$ cat src/rtl/aou_pkg.sv
package aou_pkg;

  localparam int unsigned OPC_W  = 4;
  localparam int unsigned COST_W = 2;

  typedef enum logic [OPC_W-1:0] {
    OPC_ESC = 4'h0,
    OPC_SET = 4'h1,
    OPC_ADD = 4'h2,
    OPC_SUB = 4'h3,
    OPC_MUL = 4'h4,
    OPC_DIV = 4'h5,
    OPC_MOD = 4'h6,
    OPC_SHL = 4'h7,
    OPC_SHR = 4'h8,
    OPC_AND = 4'h9,
    OPC_BOR = 4'hA,
    OPC_XOR = 4'hB,
    OPC_IFE = 4'hC,
    OPC_IFN = 4'hD,
    OPC_IFG = 4'hE,
    OPC_IFB = 4'hF
  } opcode_e;

  // fixed cycle cost classes
  localparam logic [COST_W-1:0] COST_NONE  = 2'd0;
  localparam logic [COST_W-1:0] COST_LOGIC = 2'd1;
  localparam logic [COST_W-1:0] COST_ARITH = 2'd2;
  localparam logic [COST_W-1:0] COST_LONG  = 2'd3;
  localparam logic [COST_W-1:0] COST_TEST  = 2'd2;

  // strobes from control to datapath
  typedef struct packed {
    opcode_e             fn;
    logic                writeRes;
    logic                loadOvf;
    logic                isTest;
    logic [COST_W-1:0]   cost;
  } strobe_t;

endpackage

$ cat src/rtl/aou_ctrl.sv
module aou_ctrl
  import aou_pkg::*;
(
  input  logic    issue,
  input  opcode_e opc,
  output strobe_t strb
);

  always_comb begin
    strb.fn       = opc;
    strb.writeRes = 1'b0;
    strb.loadOvf  = 1'b0;
    strb.isTest   = 1'b0;
    strb.cost     = COST_NONE;
    case (opc)
      OPC_SET, OPC_AND, OPC_BOR, OPC_XOR: begin
        strb.writeRes = issue;
        strb.cost     = COST_LOGIC;
      end
      OPC_ADD, OPC_SUB, OPC_MUL, OPC_SHL, OPC_SHR: begin
        strb.writeRes = issue;
        strb.loadOvf  = issue;
        strb.cost     = COST_ARITH;
      end
      OPC_DIV: begin
        strb.writeRes = issue;
        strb.loadOvf  = issue;
        strb.cost     = COST_LONG;
      end
      OPC_MOD: begin
        strb.writeRes = issue;
        strb.cost     = COST_LONG;
      end
      OPC_IFE, OPC_IFN, OPC_IFG, OPC_IFB: begin
        strb.isTest = issue;
        strb.cost   = COST_TEST;
      end
      default: begin
        strb.cost = COST_NONE;
      end
    endcase
  end

endmodule

$ cat src/rtl/aou_datapath.sv
module aou_datapath
  import aou_pkg::*;
#(
  parameter int unsigned W = 16
) (
  input  logic         clk,
  input  logic         rstN,
  input  strobe_t      strb,
  input  logic [W-1:0] a,
  input  logic [W-1:0] b,
  output logic [W-1:0] res,
  output logic [W-1:0] ovfQ,
  output logic         condMet
);

  localparam int unsigned WW = 2 * W;
  localparam logic [W-1:0] ZERO_W = '0;
  localparam logic [W-1:0] ONES_W = '1;
  localparam logic [W-1:0] ONE_W  = W'(1);

  logic [W:0]    sumX;
  logic [W:0]    diffX;
  logic [WW-1:0] prodX;
  logic [WW-1:0] shlX;
  logic          bIsZero;
  logic [W-1:0]  ovfNext;

  assign sumX    = {1'b0, a} + {1'b0, b};
  assign diffX   = {1'b0, a} - {1'b0, b};
  assign prodX   = {ZERO_W, a} * {ZERO_W, b};
  assign shlX    = {ZERO_W, a} << b;
  assign bIsZero = (b == ZERO_W);

  // result and overflow candidate
  always_comb begin
    res     = ZERO_W;
    ovfNext = ovfQ;
    case (strb.fn)
      OPC_SET: res = b;
      OPC_ADD: begin
        res     = sumX[W-1:0];
        ovfNext = sumX[W] ? ONE_W : ZERO_W;
      end
      OPC_SUB: begin
        res     = diffX[W-1:0];
        ovfNext = diffX[W] ? ONES_W : ZERO_W;
      end
      OPC_MUL: begin
        res     = prodX[W-1:0];
        ovfNext = prodX[WW-1:W];
      end
      OPC_DIV: begin
        res     = bIsZero ? ZERO_W : (a / b);
        ovfNext = bIsZero ? ZERO_W : W'({a, ZERO_W} / {ZERO_W, b});
      end
      OPC_MOD: res = bIsZero ? ZERO_W : (a % b);
      OPC_SHL: begin
        res     = shlX[W-1:0];
        ovfNext = shlX[WW-1:W];
      end
      OPC_SHR: begin
        res     = a >> b;
        ovfNext = W'({a, ZERO_W} >> b);
      end
      OPC_AND: res = a & b;
      OPC_BOR: res = a | b;
      OPC_XOR: res = a ^ b;
      default: res = ZERO_W;
    endcase
  end

  // conditional tests
  always_comb begin
    case (strb.fn)
      OPC_IFE: condMet = (a == b);
      OPC_IFN: condMet = (a != b);
      OPC_IFG: condMet = (a > b);
      OPC_IFB: condMet = ((a & b) == ZERO_W);
      default: condMet = 1'b0;
    endcase
  end

  // overflow register
  always_ff @(posedge clk) begin
    if (!rstN) begin
      ovfQ <= ZERO_W;
    end else if (strb.loadOvf) begin
      ovfQ <= ovfNext;
    end
  end

endmodule

$ cat src/rtl/ovf_alu.sv
module ovf_alu
  import aou_pkg::*;
#(
  parameter int unsigned DATA_W = 16
) (
  input  logic              clk,
  input  logic              rstN,
  input  logic              issue,
  input  logic [OPC_W-1:0]  opcode,
  input  logic [DATA_W-1:0] opA,
  input  logic [DATA_W-1:0] opB,
  output logic [DATA_W-1:0] result,
  output logic              resultWe,
  output logic [DATA_W-1:0] ovf,
  output logic [COST_W-1:0] cycleCost,
  output logic              skipNext
);

  strobe_t strb;
  logic    condMet;

  aou_ctrl u_ctrl (
    .issue (issue),
    .opc   (opcode_e'(opcode)),
    .strb  (strb)
  );

  aou_datapath #(.W(DATA_W)) u_dp (
    .clk     (clk),
    .rstN    (rstN),
    .strb    (strb),
    .a       (opA),
    .b       (opB),
    .res     (result),
    .ovfQ    (ovf),
    .condMet (condMet)
  );

  assign resultWe  = strb.writeRes;
  assign skipNext  = strb.isTest & condMet;
  assign cycleCost = strb.cost;

endmodule

$ cat config.mk
export PLATFORM = sky130hd
export DESIGN_NAME = ovf_alu
export DESIGN_NICKNAME = d
export VERILOG_FILES = /design/src/rtl/aou_pkg.sv /design/src/rtl/aou_ctrl.sv /design/src/rtl/aou_datapath.sv /design/src/rtl/ovf_alu.sv
export SDC_FILE = /design/constraint.sdc
export NUM_CORES = 2
export LEC_CHECK = 0
export ABC_AREA = 1
export CAP_MARGIN = 20
export CELL_PAD_IN_SITES_DETAIL_PLACEMENT = 1
export CELL_PAD_IN_SITES_GLOBAL_PLACEMENT = 1
export CORE_MARGIN = 2
export CORE_UTILIZATION = 25
export CTS_BUF_LIST = sky130_fd_sc_hd__clkbuf_4
export CTS_CLUSTER_SIZE = 20
export DETAILED_ROUTE_END_ITERATION = 16
export GPL_ROUTABILITY_DRIVEN = 0
export PLACE_DENSITY = 0.55
export SLEW_MARGIN = 20
export SYNTH_ARGS = -nofsm -noshare
export SYNTH_HDL_FRONTEND = slang
export SYNTH_SLANG_ARGS = --single-unit
$ cat constraint.sdc
create_clock -name clk -period 211.8 [get_ports clk]
set_input_delay 52.95 -clock clk [delete_from_list [all_inputs] [get_ports clk]]
set_output_delay 52.95 -clock clk [all_outputs]
set_load 0.02 [all_outputs]
After elaboration in Yosys (flattened, before gate mapping)
Cells that the tools add are included.

storage, ports and cells
  bits in registers = 16
  bits of input ports = 39
  output and inout port bits = 36
  word-level logic and storage cells = 54

operators by class
  add/subtract/negate cells = 2
  $mul = 1
  divide/modulo/power cells = 3
  magnitude comparators = 1
  equality and inequality tests = 17
  shift-type cells = 3
  mux-type cells = 12
  bitwise gates (word level) = 4
  reduce and logical (&&, ||, !) cells = 10

operator list
  cell                number
  $pmux 16 s11        1
  $pmux 16 s6         1
  $mux 16             4
  $div 32x16->32      1
  $eq 4x4->1 const B  8
  $logic_not 16->1    2
  $mul 16x16->32      1
  $shl 16x16->32      1
  $shr 32x16->16      1
  $add 16x16->17      1
  $sub 16x16->17      1
  $and 16x16->16      1
  $div 16x16->16      1
  $eq 16x16->1        1
  $eq 4x3->1 const B  4
  $gt 16x16->1        1
  $mod 16x16->16      1
  $ne 16x16->1        1
  $or 16x16->16       1
  $shr 16x16->16      1
  $xor 16x16->16      1
  $reduce_or 11->1    1
  $reduce_or 9->1     1
  $eq 4x2->1 const B  2
  other kinds (10)    14

Depth between registers and ports, before layout
  word-level depth = 4
  gate-level depth with buffers = 557
  depth with buffers taken out = 510

Modules after synthesis
Synthesis repeated with hierarchy kept, for this count alone.

second synthesis, totals
  cell total of the unflattened synthesis = 7,381
  area total of the unflattened synthesis = 44,174.9 um^2

modules (own cells, without submodules)
  module        instances  cells an instance  area an instance (um^2)  seq. area each (um^2)
  aou_datapath  1          7,356              44,041.0                 320.3
  aou_ctrl      1          23                 126.4                    0.0
  ovf_alu       1          2                  7.5                      0.0

Worst setup path after synthesis
OpenSTA, ideal clock, no wires.

  kind = input port to output port
  start point = input port opB[0]
  end point = output port result[13]
  arrival time = 85.277 ns
  data required time = 158.850 ns
  setup slack = 73.573 ns
  stages on the path = 230
  buffers on the path = 12
  cells stage by stage = inv_1 -> clkbuf_1 -> clkbuf_1 -> clkbuf_1 -> clkbuf_1 -> buf_1 -> ha_1 -> nor2_1 -> nor2_1 -> nand4_1 -> nand2_1 -> ha_1 -> o21ai_0 -> a21oi_1 -> nand2_1 -> nand2_1 -> inv_1 -> ha_1 -> [... 194 more ...] -> nand3_1 -> and2_1 -> inv_1 -> a21oi_1 -> o21bai_1 -> a21oi_1 -> o21bai_1 -> a21oi_1 -> o21bai_1 -> a21oi_1 -> o21bai_1 -> nand3_1 -> nand2_1 -> inv_1 -> or2_2 -> nand3_1 -> o211ai_1 -> a41oi_1

between the ends
  cells in the longest elaborated chain, start to end = 3
  elaborated cells between the ends (all ways) = 11
  those cells by class = 2 x add/sub; 1 x mul; 2 x div; 2 x shift; 3 x mux; 1 x reduce/logical

RTL lines
  element                                 RTL line                                text
  from (decl)                             ovf_alu.sv:11                           input logic [DATA_W-1:0] opB,
  $mod 16x16->16 (tied with other cells)  aou_datapath.sv:56                      OPC_MOD: res = bIsZero ? ZERO_W : (a % b);
  $mux 16, on equally long branches       aou_datapath.sv:56, aou_datapath.sv:53
  $pmux 16 s11 *                          aou_datapath.sv:38                      case (strb.fn)
  to (decl)                               ovf_alu.sv:12                           output logic [DATA_W-1:0] result,

Every way passes the cells marked *; elsewhere a longest branch is shown, timed or not.

Worst setup path in the final report
  start point = input port opB[10]
  end point = output port result[13]

Same word-level chain as after synthesis.

==> run_results.csv <==
group,metric,value,unit
critical_path,worstSetupStartpoint,"opB[10]",
synthesis,synthXorXnorAreaFrac,7.93,%
finish,fillers,23800,
finish,finish.utilization,26.9,%
critical_path,reg2reg_depth,2,
placed_design,portBuffers,74,
finish,largest-register,"u_dp.ovfQ",
synthesis,synth_compound_area_share,20.0,%
synthesis,synthTopCellsByCount,"1,843 x nand2_1, 1,138 x inv_1, 670 x ha_1, 639 x o21ai_0, 535 x a21oi_1",
synthesis,syn_inst,7557,
global_routing,grtUsageMet3,0.598,%
finish,finalNetCount,8390,
floorplanning,die_h,434,um
synthesis,ys.flop_type,"dfxtp_1",
clock_tree,cts_root_buf,"clkbuf_4",
critical_path,cp.required,158.85,ns
global_routing,grt_pass1_vias,51400,
job,drv_cap,0,
worst_hold_path,min_path_cells,2,
finish,syn2layout_area_growth,6.59,%
clock_tree,ctsHtreeMaxLevel,1,
sta,tightest_slew,1.21,ns
sta,rsz0062_at_grt,"false",
finish,register_area,320,um2
sta,fmax,6.94,MHz
placed_design,dp.final_hpwl,166,mm
synthesis,avgSynthCellArea,6.11,um2
sta,drv_slew,0,
critical_path,r2r-start,"u_dp.ovfQ[14]",
sta,period_share,68.1,%
synthesis,syn_area,46200,um2
routing,drt_wl_total,202,mm
global_routing,grt_overflow_total,0,
synthesis,synth_top_area_share,18.2,%
synthesis,ys_warn_count,0,
routing,vias_per_cell,5.01,
sta,setup_viol,0,
synthesis,synth_enable_flop_cells,0,
finish,multiInputGateArea,39900,um2
critical_path,slowest_stage,"a41oi_1",
synthesis,synthAdderAreaFrac,26.7,%
critical_path,r2r-end,"u_dp.ovfQ[14]",
synthesis,synth_top_family_by_area,"simple AND/OR/NAND/NOR gates",
clock_tree,cts_num_sinks,16,
clock_tree,hold_buffers,0,
clock_tree,cts.repair.resized,0,
floorplanning,rows,157,
synthesis,ys_ff_latch,16,
sta,fin_worst_skew,0,ns
global_routing,busiest_layer,"met2",
sta,period_needed,144.19,ns
clock_tree,post-cts-setup-buffers,0,
sta,slew_headroom,19.0,%
floorplanning,die_area,188000,um2
critical_path,critPathMaxFanout,24,
global_routing,grt_antenna_before_repair,9,
synthesis,yosys.area.top_type,"ha_1",
clock_tree,cts_tree,"built",
worst_hold_path,hp-class,"reg -> reg",
clock_tree,path_clk_slew,0.10,ns
global_routing,grt_pass1_wl,308,mm
clock_tree,clk_path_buf_depth,2,
clock_tree,cts_buffers,3,
synthesis,synthMuxAreaShare,0.0217,%
routing,vias,49900,
sta,fin_tns_setup,0,ns
critical_path,r2r_slack,211.02,ns
floorplanning,die_x,434,um
critical_path,cp-end-kind,"output pin",
synthesis,yosys.cell_types.count,89,
floorplanning,start_util,25.2,%
critical_path,cpLargestDelayFamily,"compound AO/OA/AOI/OAI gates",
routing,remaining_drc_errors,0,
routing,first_iter_violations,2352,
floorplanning,io_pins,75,
floorplanning,core-area,183000,um2
critical_path,cpMostUsedCell,"a21o_1",
critical_path,cp-start-kind,"primary input",
worst_hold_path,hold_path_end,"u_dp.ovfQ[9]",
worst_hold_path,holdCritStartpoint,"u_dp.ovfQ[9]",
synthesis,ys_seq_area_share,0.694,%
global_routing,grtUsageTotal,21.0,%
finish,largest_reg_flops,16,
critical_path,critPathArrivalTime,91.24,ns
global_routing,grt_util_met1,26.6,%
synthesis,yosysMostFrequentCell,"nand2_1",
synthesis,async_flop_share,0,%
global_routing,use_met2,37.4,%
critical_path,path_buf_inv,34,
critical_path,cp_slowest_stage_delay,0.91,ns
routing,drtAntennaViolNets,0,
critical_path,path_class,"in -> out",
synthesis,synth.area.top_cells,"ha_1 18%, nand2_1 15%, inv_1 9.3%",
global_routing,grt_max_degree,58,
finish,drive_gt1_share,6.82,%
status,status,"finished, final reports clean",
synthesis,synthSimpleGateAreaFrac,31.7,%
routing,wl_per_cell,20.3,um
clock_tree,insertion_delay,0.30,ns
finish,reg.largest.list,"u_dp.ovfQ x16",
synthesis,syn_nets,8464,
routing,firstDrtPassIters,5,
sta,final_hold_viol_count,0,
cell type report:
cell class	count	share of cell area [%]
multi-input combinational	6119	81.1
inverter	1182	9.10
tap	2464	6.26
timing repair buffer	161	2.79
sequential	16	0.651
clock buffer	3	0.0458
antenna	3	0.0153
clock inverter	1	0.00763
cells in the final DEF (no fill, tap or decap), types with 62 or more instances in the layout:
master / netlist / layout
nand2_1: 1843 / 1843
inv_1: 1138 / 1124
ha_1: 670 / 670
o21ai_0: 639 / 638
a21oi_1: 535 / 535
nor2_1: 452 / 449
nand3_1: 348 / 348
xor2_1: 229 / 229
fa_1: 198 / 198
xnor2_1: 189 / 189
nand4_1: 109 / 109
nand2_2: 92 / 92
buf_4: 7 / 89
nor3_1: 73 / 73
clkdlybuf4s50_1: 0 / 69
a21o_1: 67 / 67
nand3_2: 62 / 62
worst min-delay path, stage by stage (launching register included):
cell     delay, ns
dfxtp_1       0.32
nand2_1       0.06
a21oi_1       0.05
routing by layer:
layer | vias to the layer above | share of wire (%) | routed length [um]
li1 | 24700 | - | -
met1 | 24200 | 45 | 90900
met2 | 773 | 48 | 96800
met3 | 242 | 2.3 | 4620
met4 | 2 | 4.6 | 9330
met5 | - | 0.0064 | 13
logic make-up after synthesis:
| logic type | after synthesis |
|---|---|
| flip-flops | 16 |
| adder cells (fa/ha/maj) | 868 |
| buffers and inverters | 1422 |
| AND/OR/NAND/NOR | 3221 |
| multiplexers | 1 |
| XOR/XNOR | 418 |
| AO/OA/AOI/OAI | 1611 |
worst max-delay path by stage:
stage,endpoint,slack (ns),cells after the start
6_report,result[13],67.61,217
5_1_grt,result[13],63.79,214
4_1_cts,result[14],67.73,213
3_5_place_dp,result[14],67.99,213
3_3_place_gp,result[14],69.09,213
2_1_floorplan,result[13],73.57,230
per-stage QoR:
stage,instance area (um2),hold slack [ns],instances,worst slack (ns)
floorplan,46200,0.538,7557,73.57
global placement,49200,0.458,9942,69.09
detailed placement,49200,0.459,9942,67.99
CTS,49200,0.473,9946,67.73
global route,49200,0.503,9949,63.79
finish,49200,0.469,9949,67.61
Power is left out: the tool's default activity adds up to more than one toggle a clock period on the data nets, which glitch-free logic cannot reach.
